<file path="config.mk">
export PLATFORM = sky130hd
export DESIGN_NAME = wdg_timer
export DESIGN_NICKNAME = d
export VERILOG_FILES = /design/src/rtl/wdg_pkg.sv /design/src/rtl/wdg_ctrl.sv /design/src/rtl/wdg_datapath.sv /design/src/rtl/wdg_timer.sv
export SDC_FILE = /design/constraint.sdc
export NUM_CORES = 1
export LEC_CHECK = 0
export ABC_AREA = 1
export BUFFER_PORTS_ARGS = -buffer_cell sky130_fd_sc_hd__buf_2
export CORE_MARGIN = 2
export CORE_UTILIZATION = 45
export DETAILED_ROUTE_END_ITERATION = 6
export GPL_ROUTABILITY_DRIVEN = 0
export HOLD_SLACK_MARGIN = 0.12
export PLACE_DENSITY = 0.66
export SLEW_MARGIN = 20
export SYNTH_ARGS = -nofsm -noshare
export SYNTH_HDL_FRONTEND = slang
export SYNTH_HIERARCHICAL = 1
export SYNTH_SLANG_ARGS = --single-unit
</file>
<file path="constraint.sdc">
create_clock -name clk -period 2.9 [get_ports clk]
set_input_delay 0.58 -clock clk [delete_from_list [all_inputs] [get_ports clk]]
set_output_delay 0.58 -clock clk [all_outputs]
set_load 0.005 [all_outputs]
</file>
<file path="src/rtl/wdg_pkg.sv">
`timescale 1ns/1ps
package wdg_pkg;
  // Byte offsets decoded by the register bus
  localparam int unsigned ADR_STAT   = 'h000;
  localparam int unsigned ADR_CTRL   = 'h104;
  localparam int unsigned ADR_LOAD   = 'h108;
  localparam int unsigned ADR_RUN    = 'h110;
  localparam int unsigned ADR_RELOAD = 'h114;
  localparam int unsigned ADR_VALUE  = 'h118;
  localparam int unsigned ADR_CLEAR  = 'h120;
  localparam int unsigned ADR_LOCK   = 'h13C;

  // Strobes from control to datapath
  typedef struct packed {
    logic loadWr;
    logic reloadWr;
    logic irqClr;
  } wdgStrobe_t;
endpackage

</file>
<file path="src/rtl/wdg_ctrl.sv">
`timescale 1ns/1ps
module wdg_ctrl
  import wdg_pkg::*;
#(
  parameter int unsigned ADDR_W       = 12,
  parameter int unsigned DATA_W       = 32,
  parameter int unsigned CLR_BUSY_CYC = 4,
  parameter logic [31:0] UNLOCK_KEY   = 32'h378F0765
) (
  input  logic              clk,
  input  logic              rstN,
  input  logic [ADDR_W-1:0] busAddr,
  input  logic              busWe,
  input  logic [DATA_W-1:0] busWdata,
  output wdgStrobe_t        strb,
  output logic              locked,
  output logic              rstEn,
  output logic              runEn,
  output logic              clrBusy
);
  localparam int unsigned BUSY_W = $clog2(CLR_BUSY_CYC + 1);

  logic              wrOk;
  logic [BUSY_W-1:0] busyCnt;

  assign wrOk    = busWe && !locked;
  assign clrBusy = (busyCnt != '0);

  always_comb begin
    strb.loadWr   = wrOk && (busAddr == ADDR_W'(ADR_LOAD));
    strb.reloadWr = wrOk && (busAddr == ADDR_W'(ADR_RELOAD));
    strb.irqClr   = wrOk && (busAddr == ADDR_W'(ADR_CLEAR)) && busWdata[0] && !clrBusy;
  end

  always_ff @(posedge clk) begin
    if (!rstN) begin
      locked  <= 1'b1;
      rstEn   <= 1'b0;
      runEn   <= 1'b0;
      busyCnt <= '0;
    end else begin
      if (busWe && (busAddr == ADDR_W'(ADR_LOCK)))
        locked <= (busWdata[31:0] != UNLOCK_KEY);
      if (wrOk && (busAddr == ADDR_W'(ADR_CTRL)))
        rstEn <= busWdata[0];
      if (wrOk && (busAddr == ADDR_W'(ADR_RUN)))
        runEn <= busWdata[0];
      if (strb.irqClr)
        busyCnt <= BUSY_W'(CLR_BUSY_CYC);
      else if (clrBusy)
        busyCnt <= busyCnt - 1'b1;
    end
  end
endmodule

</file>
<file path="src/rtl/wdg_datapath.sv">
`timescale 1ns/1ps
module wdg_datapath
  import wdg_pkg::*;
#(
  parameter int unsigned CNT_W = 32
) (
  input  logic             clk,
  input  logic             rstN,
  input  wdgStrobe_t       strb,
  input  logic [CNT_W-1:0] wrData,
  input  logic             runEn,
  input  logic             rstEn,
  input  logic             cntEn,
  output logic [CNT_W-1:0] loadVal,
  output logic [CNT_W-1:0] count,
  output logic             irq,
  output logic             rstReq
);
  logic tick;
  logic expire;

  assign tick   = runEn && cntEn;
  assign expire = tick && (count == CNT_W'(1)) && !strb.reloadWr;

  always_ff @(posedge clk) begin
    if (!rstN) begin
      loadVal <= '0;
      count   <= '0;
      irq     <= 1'b0;
      rstReq  <= 1'b0;
    end else begin
      if (strb.loadWr)
        loadVal <= wrData;
      if (strb.reloadWr)
        count <= loadVal;
      else if (tick && (count != '0))
        count <= count - 1'b1;
      if (expire)
        irq <= 1'b1;
      else if (strb.irqClr)
        irq <= 1'b0;
      rstReq <= expire && rstEn;
    end
  end
endmodule

</file>
<file path="src/rtl/wdg_timer.sv">
`timescale 1ns/1ps
module wdg_timer
  import wdg_pkg::*;
#(
  parameter int unsigned ADDR_W       = 12,
  parameter int unsigned CNT_W        = 32,
  parameter int unsigned CLR_BUSY_CYC = 4,
  parameter logic [31:0] UNLOCK_KEY   = 32'h378F0765
) (
  input  logic              clk,
  input  logic              rstN,
  input  logic [ADDR_W-1:0] busAddr,
  input  logic              busWe,
  input  logic [31:0]       busWdata,
  output logic [31:0]       busRdata,
  input  logic              cntEn,
  output logic              irqOut,
  output logic              rstReq
);
  localparam int unsigned DATA_W = 32;

  wdgStrobe_t       strb;
  logic             locked;
  logic             rstEn;
  logic             runEn;
  logic             clrBusy;
  logic [CNT_W-1:0] loadVal;
  logic [CNT_W-1:0] count;

  wdg_ctrl #(
    .ADDR_W(ADDR_W), .DATA_W(DATA_W),
    .CLR_BUSY_CYC(CLR_BUSY_CYC), .UNLOCK_KEY(UNLOCK_KEY)
  ) ctrl_i (
    .clk(clk), .rstN(rstN), .busAddr(busAddr), .busWe(busWe),
    .busWdata(busWdata), .strb(strb), .locked(locked),
    .rstEn(rstEn), .runEn(runEn), .clrBusy(clrBusy)
  );

  wdg_datapath #(.CNT_W(CNT_W)) dp_i (
    .clk(clk), .rstN(rstN), .strb(strb), .wrData(busWdata[CNT_W-1:0]),
    .runEn(runEn), .rstEn(rstEn), .cntEn(cntEn),
    .loadVal(loadVal), .count(count), .irq(irqOut), .rstReq(rstReq)
  );

  always_comb begin
    busRdata = '0;
    case (busAddr)
      ADDR_W'(ADR_STAT):   busRdata = {31'b0, irqOut};
      ADDR_W'(ADR_CTRL):   busRdata = {31'b0, rstEn};
      ADDR_W'(ADR_LOAD):   busRdata = DATA_W'(loadVal);
      ADDR_W'(ADR_RUN):    busRdata = {31'b0, runEn};
      ADDR_W'(ADR_VALUE):  busRdata = DATA_W'(count);
      ADDR_W'(ADR_CLEAR):  busRdata = {30'b0, clrBusy, 1'b0};
      ADDR_W'(ADR_LOCK):   busRdata = {31'b0, locked};
      default:             busRdata = '0;
    endcase
  end
endmodule

</file>
==> metrics.txt, run 1 <==
Hold Crit Depth 3; initial antenna violation count 0; synth top area cells dfxtp_1, nand2_1, nor2_1, nand3_1, inv_1; grt ovf 0; R2R cell count 10; crit path launch type primary input; MaxCap Viol Count 0; multi-input logic area about 3200 sq um; Simple-Gate Fraction of Synth Area about half; Avg Cell Area, Syn 5.73 sq um; Ant. Diodes 0; post-CTS setup buffer count 0; Yosys top cell area share 28.5%; P&R area growth vs syn 15.9%; vias in the first global route about 5.0k; Primary FF master, synth dfxtp_1; worst skew pair latency 0.37 ns; reported leakage power about 3.2 nW; EDFF count, synth 0; vias per cell about 5; first-pass GRT wire length 24200 microns; worst-path cell chain buf_2 > nor2_1 > nand2_2 > nor2_4 > nand3_1 > nand2_1 > buf_2; Max VDD drop 0.227 mV; Syn Inst Count 883; Worst-Margin Slew 0.528 ns; DP Area 5620 sq um; Pwr per Cell Area 385 nW/um^2; most frequent cell after synthesis nand2_1; initial core utilization 46.5%; Post-CTS Hold Fix Bufs 0; Final Max Slew Viols 0; routed vias 5546; CP max FO 16; status finished clean; CTS Sinks 72; Adder-Cell Fraction of Synth Area 0.988%; Worst slew margin 64.6%; 1st-iter DRT viols 388; post-synthesis sequential area ratio between 20% and 30%; die width 110 microns; routed len/inst roughly 14 microns; final WL roughly 15000 microns; io pins 82; GR Util All Layers 25.9%; critical path capture point type output port; Hold Path Origin busWdata[14]; register area 1440 sq um; flops & latches, synth 72; port bufs just over 80; CP Depth 7; largest family of logic cells by synthesized area simple AND/OR/NAND/NOR gates; yosys warns 6; maximum clock path buffer count 2; drt pass-1 iters 6; Synth Area in Compound Gates 8.60%; maximum level of the CTS H-tree 3; most frequent CP cell buf_2; fin crit share 83.2%; Cell Area, Synth 5060 sq um; Worst Path Buf+Inv 2; Final min period 2.41 ns; Hold Crit Class in2reg; Syn Nets between 900 and 1k; HPWL Detailed roughly 11000 microns; Finished Cell Area 5870 sq um; Post-synth ARST share 0%; drc violations 0; maximum clock frequency 0.414 GHz; Crit path max-delay family simple AND/OR/NAND/NOR gates; Nets ~1.0k; post-synth top area cell dfxtp_1; mux cell area share after synthesis 0%; count of final hold-check violations 0; CTS tree built; required time of the worst setup path roughly 2.3 ns; # fillers 1155; Worst path slowest cell nor2_4; final setup TNS 0 ns; clock-pin transition on the worst setup and hold timing paths 0.08 ns; share of cells above drive strength 1 ~18%; root buf cell clkbuf_8; post-synthesis xor/xnor area fraction less than 1%; core area 10900 sq um; DIE AREA between 10000 and 15000 sq um; ANT nets after route 0; final setup vio count 0; Max stage delay on crit path 0.41 ns; critical path startpoint busAddr[11]; total CTS buffers 9; Worst Skew 0.0125 ns; Commonest cells post-synth nand2_1, nor2_1, inv_1; die extent in y 110 microns; PostCTS Resize Cnt 0; reg-to-reg startpoint dp_i/count[0]; largest net degree at the start of global routing between 40 and 50; RSZ-0062 raised after global routing no; Setup Crit Path Kind in2out; Netlist cell types 36; row count 38; CP Data Arrival Time 1.83 ns
==> tightest hold or removal path, cell delays in order <==
cell and delay, ns:
buf_2 0.09, nor2_1 0.04, nor2_1 0.08
==> where the power goes <==
| part | internal [mW] | switching, mW |
|---|---|---|
| sequential | 1.01 | 0.0134 |
| combinational | 0.0904 | 0.137 |
| clock | 0.599 | 0.417 |
==> state kept, by name (all words and copies together) (netlist names) <==
| signal | count |
|---|---|
| ctrl_i/locked | 1 |
| dp_i/count | 32 |
| ctrl_i/runEn | 1 |
| dp_i/irq | 1 |
| ctrl_i/busyCnt | 3 |
| dp_i/loadVal | 32 |
| ctrl_i/rstEn | 1 |
| dp_i/rstReq | 1 |
==> kinds of logic (layout without fill, tap and decap cells) <==
logic type | after synthesis | count (layout)
xor gates and xnor gates | 5 | 5
AOI/OAI and AO/OA | 74 | 74
buffers and inverters | 120 | 197
adders and majority gates | 4 | 4
and+or+nand+nor | 608 | 608
DFF | 72 | 72
==> metal layers <==
metal | wire length [microns] | track usage, % | vias to the layer above
met5 | 0 | 0 | -
met4 | 193 | 5.33 | 0
met3 | 812 | 4.70 | 16
met2 | 6710 | 41.8 | 143
met1 | 7200 | 36.2 | 2496
li1 | - | - | 2891
==> stage by stage <==
stage	setup slack (ns)	utilization, %	cells	power [mW]	hold WS [ns]
2_1_floorplan	0.824	-	883	1.19	0.428
3_3_place_gp	0.504	51.6	1084	1.27	0.464
3_5_place_dp	0.483	51.6	1084	1.27	0.463
4_1_cts	0.483	53.9	1100	2.28	0.441
5_1_grt	0.380	53.9	1100	2.34	0.438
6_report	0.487	53.9	1100	2.26	0.450
==> final cells by class <==
cell class	instances	area share (%)
Clock buffer	10	2.34
Clock inverter	6	1.98
Inverter	91	5.86
Multi-Input combinational cell	691	53.8
Sequential cell	72	24.6
Tap cell	140	2.98
Timing Repair Buffer	90	8.48
==> cell usage in the layout, fill, tap and decap left out, types with 3 or more instances in the layout <==
cell type	netlist	routed
nand2_2	18	18
nor2_1	189	189
buf_4	2	7
o21bai_1	5	5
a21oi_1	17	17
nor3_1	3	3
nand4_1	10	10
nand3_1	77	77
buf_2	6	81
dfxtp_1	72	72
bufinv_16	0	3
or2_2	4	4
inv_1	85	85
nor2_2	12	12
clkbuf_8	0	10
nor2_4	4	4
xor2_1	4	4
ha_1	4	4
clkinv_4	0	3
nand2_1	280	280
inv_2	3	3
a21oi_2	9	9
o21ai_0	40	40
==> final timing paths <==
path | end | slack (ns)
worst max-delay path | busRdata[10] | 0.49
worst min-delay path | dp_i/loadVal[14] | 0.45
worst max register to register | dp_i/count[18] | 0.63
worst min register to register | dp_i/rstReq | 0.49
(Power assumes the default switching activity.)
==> run 2, diff against run 1 <==
PLACE_DENSITY = 0.68   (was 0.66)
clock period = 2.1 ns   (was 2.9 ns; I/O delays follow)
==> metrics.txt, run 2 (same netlist as run 1, synthesis figures left out) <==
drc violations 0 (unchanged); Max VDD drop 0.512 mV (+130%); initial antenna violation count 0 (unchanged); Worst slew margin 70.6% (+6.1 points); final WL 15500 microns (+3.8%); Largest regs dp_i/count x32, dp_i/loadVal x32, ctrl_i/busyCnt x3; Final Max Slew Viols 0 (unchanged); share of cells above drive strength 1 19.8% (+2.3 points); count of final hold-check violations 0 (unchanged); WHS Endpoint dp_i/loadVal[27]; worst r2r dst dp_i/count[15]; Max stage delay on crit path 0.32 ns (-0.09 ns); Setup Crit Path Kind in2out; PnR worst setup slack 0.0729 ns (-0.414 ns); HPWL Detailed 11800 microns (+5.6%); die extent in y 110 microns (unchanged); Hold Path Origin busWdata[27]; Pwr per Cell Area 462 nW/um^2 (+20%); Nets 1031 (+2.4%); root buf cell clkbuf_8; Final Non-Filler Cells 1124 (+2.2%); CP max FO 15 (-1); register area 1440 sq um (unchanged); Ant. Diodes 0 (unchanged); port bufs 81 (unchanged); die width 110 microns (unchanged); CTS Sinks 72 (unchanged); Hold Crit Depth 3 (unchanged); most frequent CP cell buf_2; Core Util, Final 55.8% (+1.9 points); grt ovf 0 (unchanged); total CTS buffers 9 (unchanged); CP Data Arrival Time 1.61 ns (-0.22 ns); maximum clock frequency 0.493 GHz; final setup vio count 0 (unchanged); critical path startpoint busAddr[11]; routed vias 5693 (+2.7%); crit path launch type primary input; R2R cell count 10 (unchanged); Post-CTS Hold Fix Bufs 0 (unchanged); first-pass GRT wire length 25000 microns (+3.3%); reg-to-reg startpoint dp_i/count[0]; required time of the worst setup path 1.68 ns (-0.64 ns); vias per cell 5.06 (+0.46%); DP Area 5840 sq um (+4.0%); status finished clean; P&R area growth vs syn 20.0%; most frequent cells in the layout nand2_1, nor2_1, inv_1, buf_2, nand3_1; worst skew pair latency 0.36 ns (about the same); routed len/inst 13.8 microns (+1.6%); critical path capture point type output port; drt pass-1 iters 7 (+1); placed cell count 1107 (+2.1%); ANT nets after route 0 (unchanged); DIE AREA 12100 sq um (unchanged); initial core utilization 46.5% (unchanged); Worst-Margin Slew 0.439 ns (-0.0894 ns); reported leakage power 3.28 nW (+3.9%); MaxCap Viol Count 0 (unchanged); fin crit share 96.5%; flop2flop setup slack 0.16 ns (-0.47 ns); worst-path cell chain buf_2 > nor2_2 > nand2_2 > nor3_4 > clkbuf_16 > nand2_1 > nand3_1 > buf_2; largest net degree at the start of global routing 32 (-27%); most common cell after layout, fill and taps aside nand2_1; maximum clock path buffer count 2 (unchanged); multi-input logic area 3180 sq um (+0.55%); Finished Cell Area 6080 sq um (+3.5%); 1st-iter DRT viols 466 (+20%); Hold Crit Class in2reg; # fillers 1160 (+0.43%); Final min period 2.03 ns; pre-CTS setup slack -0.0236 ns (-0.507 ns); vias in the first global route 5108 (+2.8%); Worst path slowest cell nor3_4; row count 38 (unchanged); CTS tree built; maximum level of the CTS H-tree 3 (unchanged); Worst Skew 0.0106 ns (-0.00189 ns); clock-pin transition on the worst setup and hold timing paths 0.09 ns (about the same); GR Util All Layers 26.7% (+0.81 points); core area 10900 sq um (unchanged); io pins 82 (unchanged)
run 2: changes by cell type in the layout (fill, tap and decap cells not counted), sizes merged:
cell,previous run,this run
buf,90,113
bufinv,3,0
inv,89,91
clkbuf,10,11
clkinvlp,0,1
run 2: area by class of cell:
type | instances | share of cell area (%)
clock buffer | 10 | 2.27
inverter | 91 | 5.70
sequential | 72 | 23.7
timing repair buffer | 114 | 12.3
multi-input combinational | 691 | 52.3
tap | 140 | 2.88
clock inverter | 6 | 0.844
run 2: stage by stage:
| step | hold WS (ns) | power, mW | setup TNS [ns] |
|---|---|---|---|
| after floorplan | 0.428 | 1.64 | 0 |
| after global placement | 0.468 | 1.76 | 0 |
| after detailed placement | 0.472 | 1.76 | -0.112 |
| after CTS | 0.275 | 2.83 | 0 |
| after global routing | 0.288 | 2.93 | -0.00590 |
| final | 0.289 | 2.81 | 0 |
run 2: critical path: cells and delay by family:
family	cells	cell delay, ns
and+or+nand+nor	5	0.72
buffers and inverters	3	0.47
run 2: power by group:
group / internal (mW) / switching (mW)
Clock: 0.476 / 0.598
Combinational: 0.130 / 0.193
Sequential: 1.39 / 0.0197
Total: 2.00 / 0.811
run 2: how the worst max path moves through the flow:
stage                       endpoint  slack [ns]  cells past startpoint
global placement        busRdata[14]        0.02                      8
CTS                     busRdata[14]        0.03                      8
finish                   busRdata[1]        0.07                      8
global route          dp_i/count[15]      -0.006                     10
floorplan           dp_i/loadVal[23]        0.18                      8
detailed placement     dp_i/count[7]       -0.02                      9
run 2: layer usage:
metal  share of wire, %  vias to the layer above  GRT usage, %
li1                   -                     2932             -
met1                 46                     2527          37.1
met2                 44                      223          40.9
met3                9.9                       11          8.35
met4               0.70                        0          5.33
met5                  0                        -             0
run 2: repair_timing:
action                                  in CTS  in global routing
setup buffers                                0                  0
resized for setup                            0                  8
endpoints found under the setup margin       0                 12
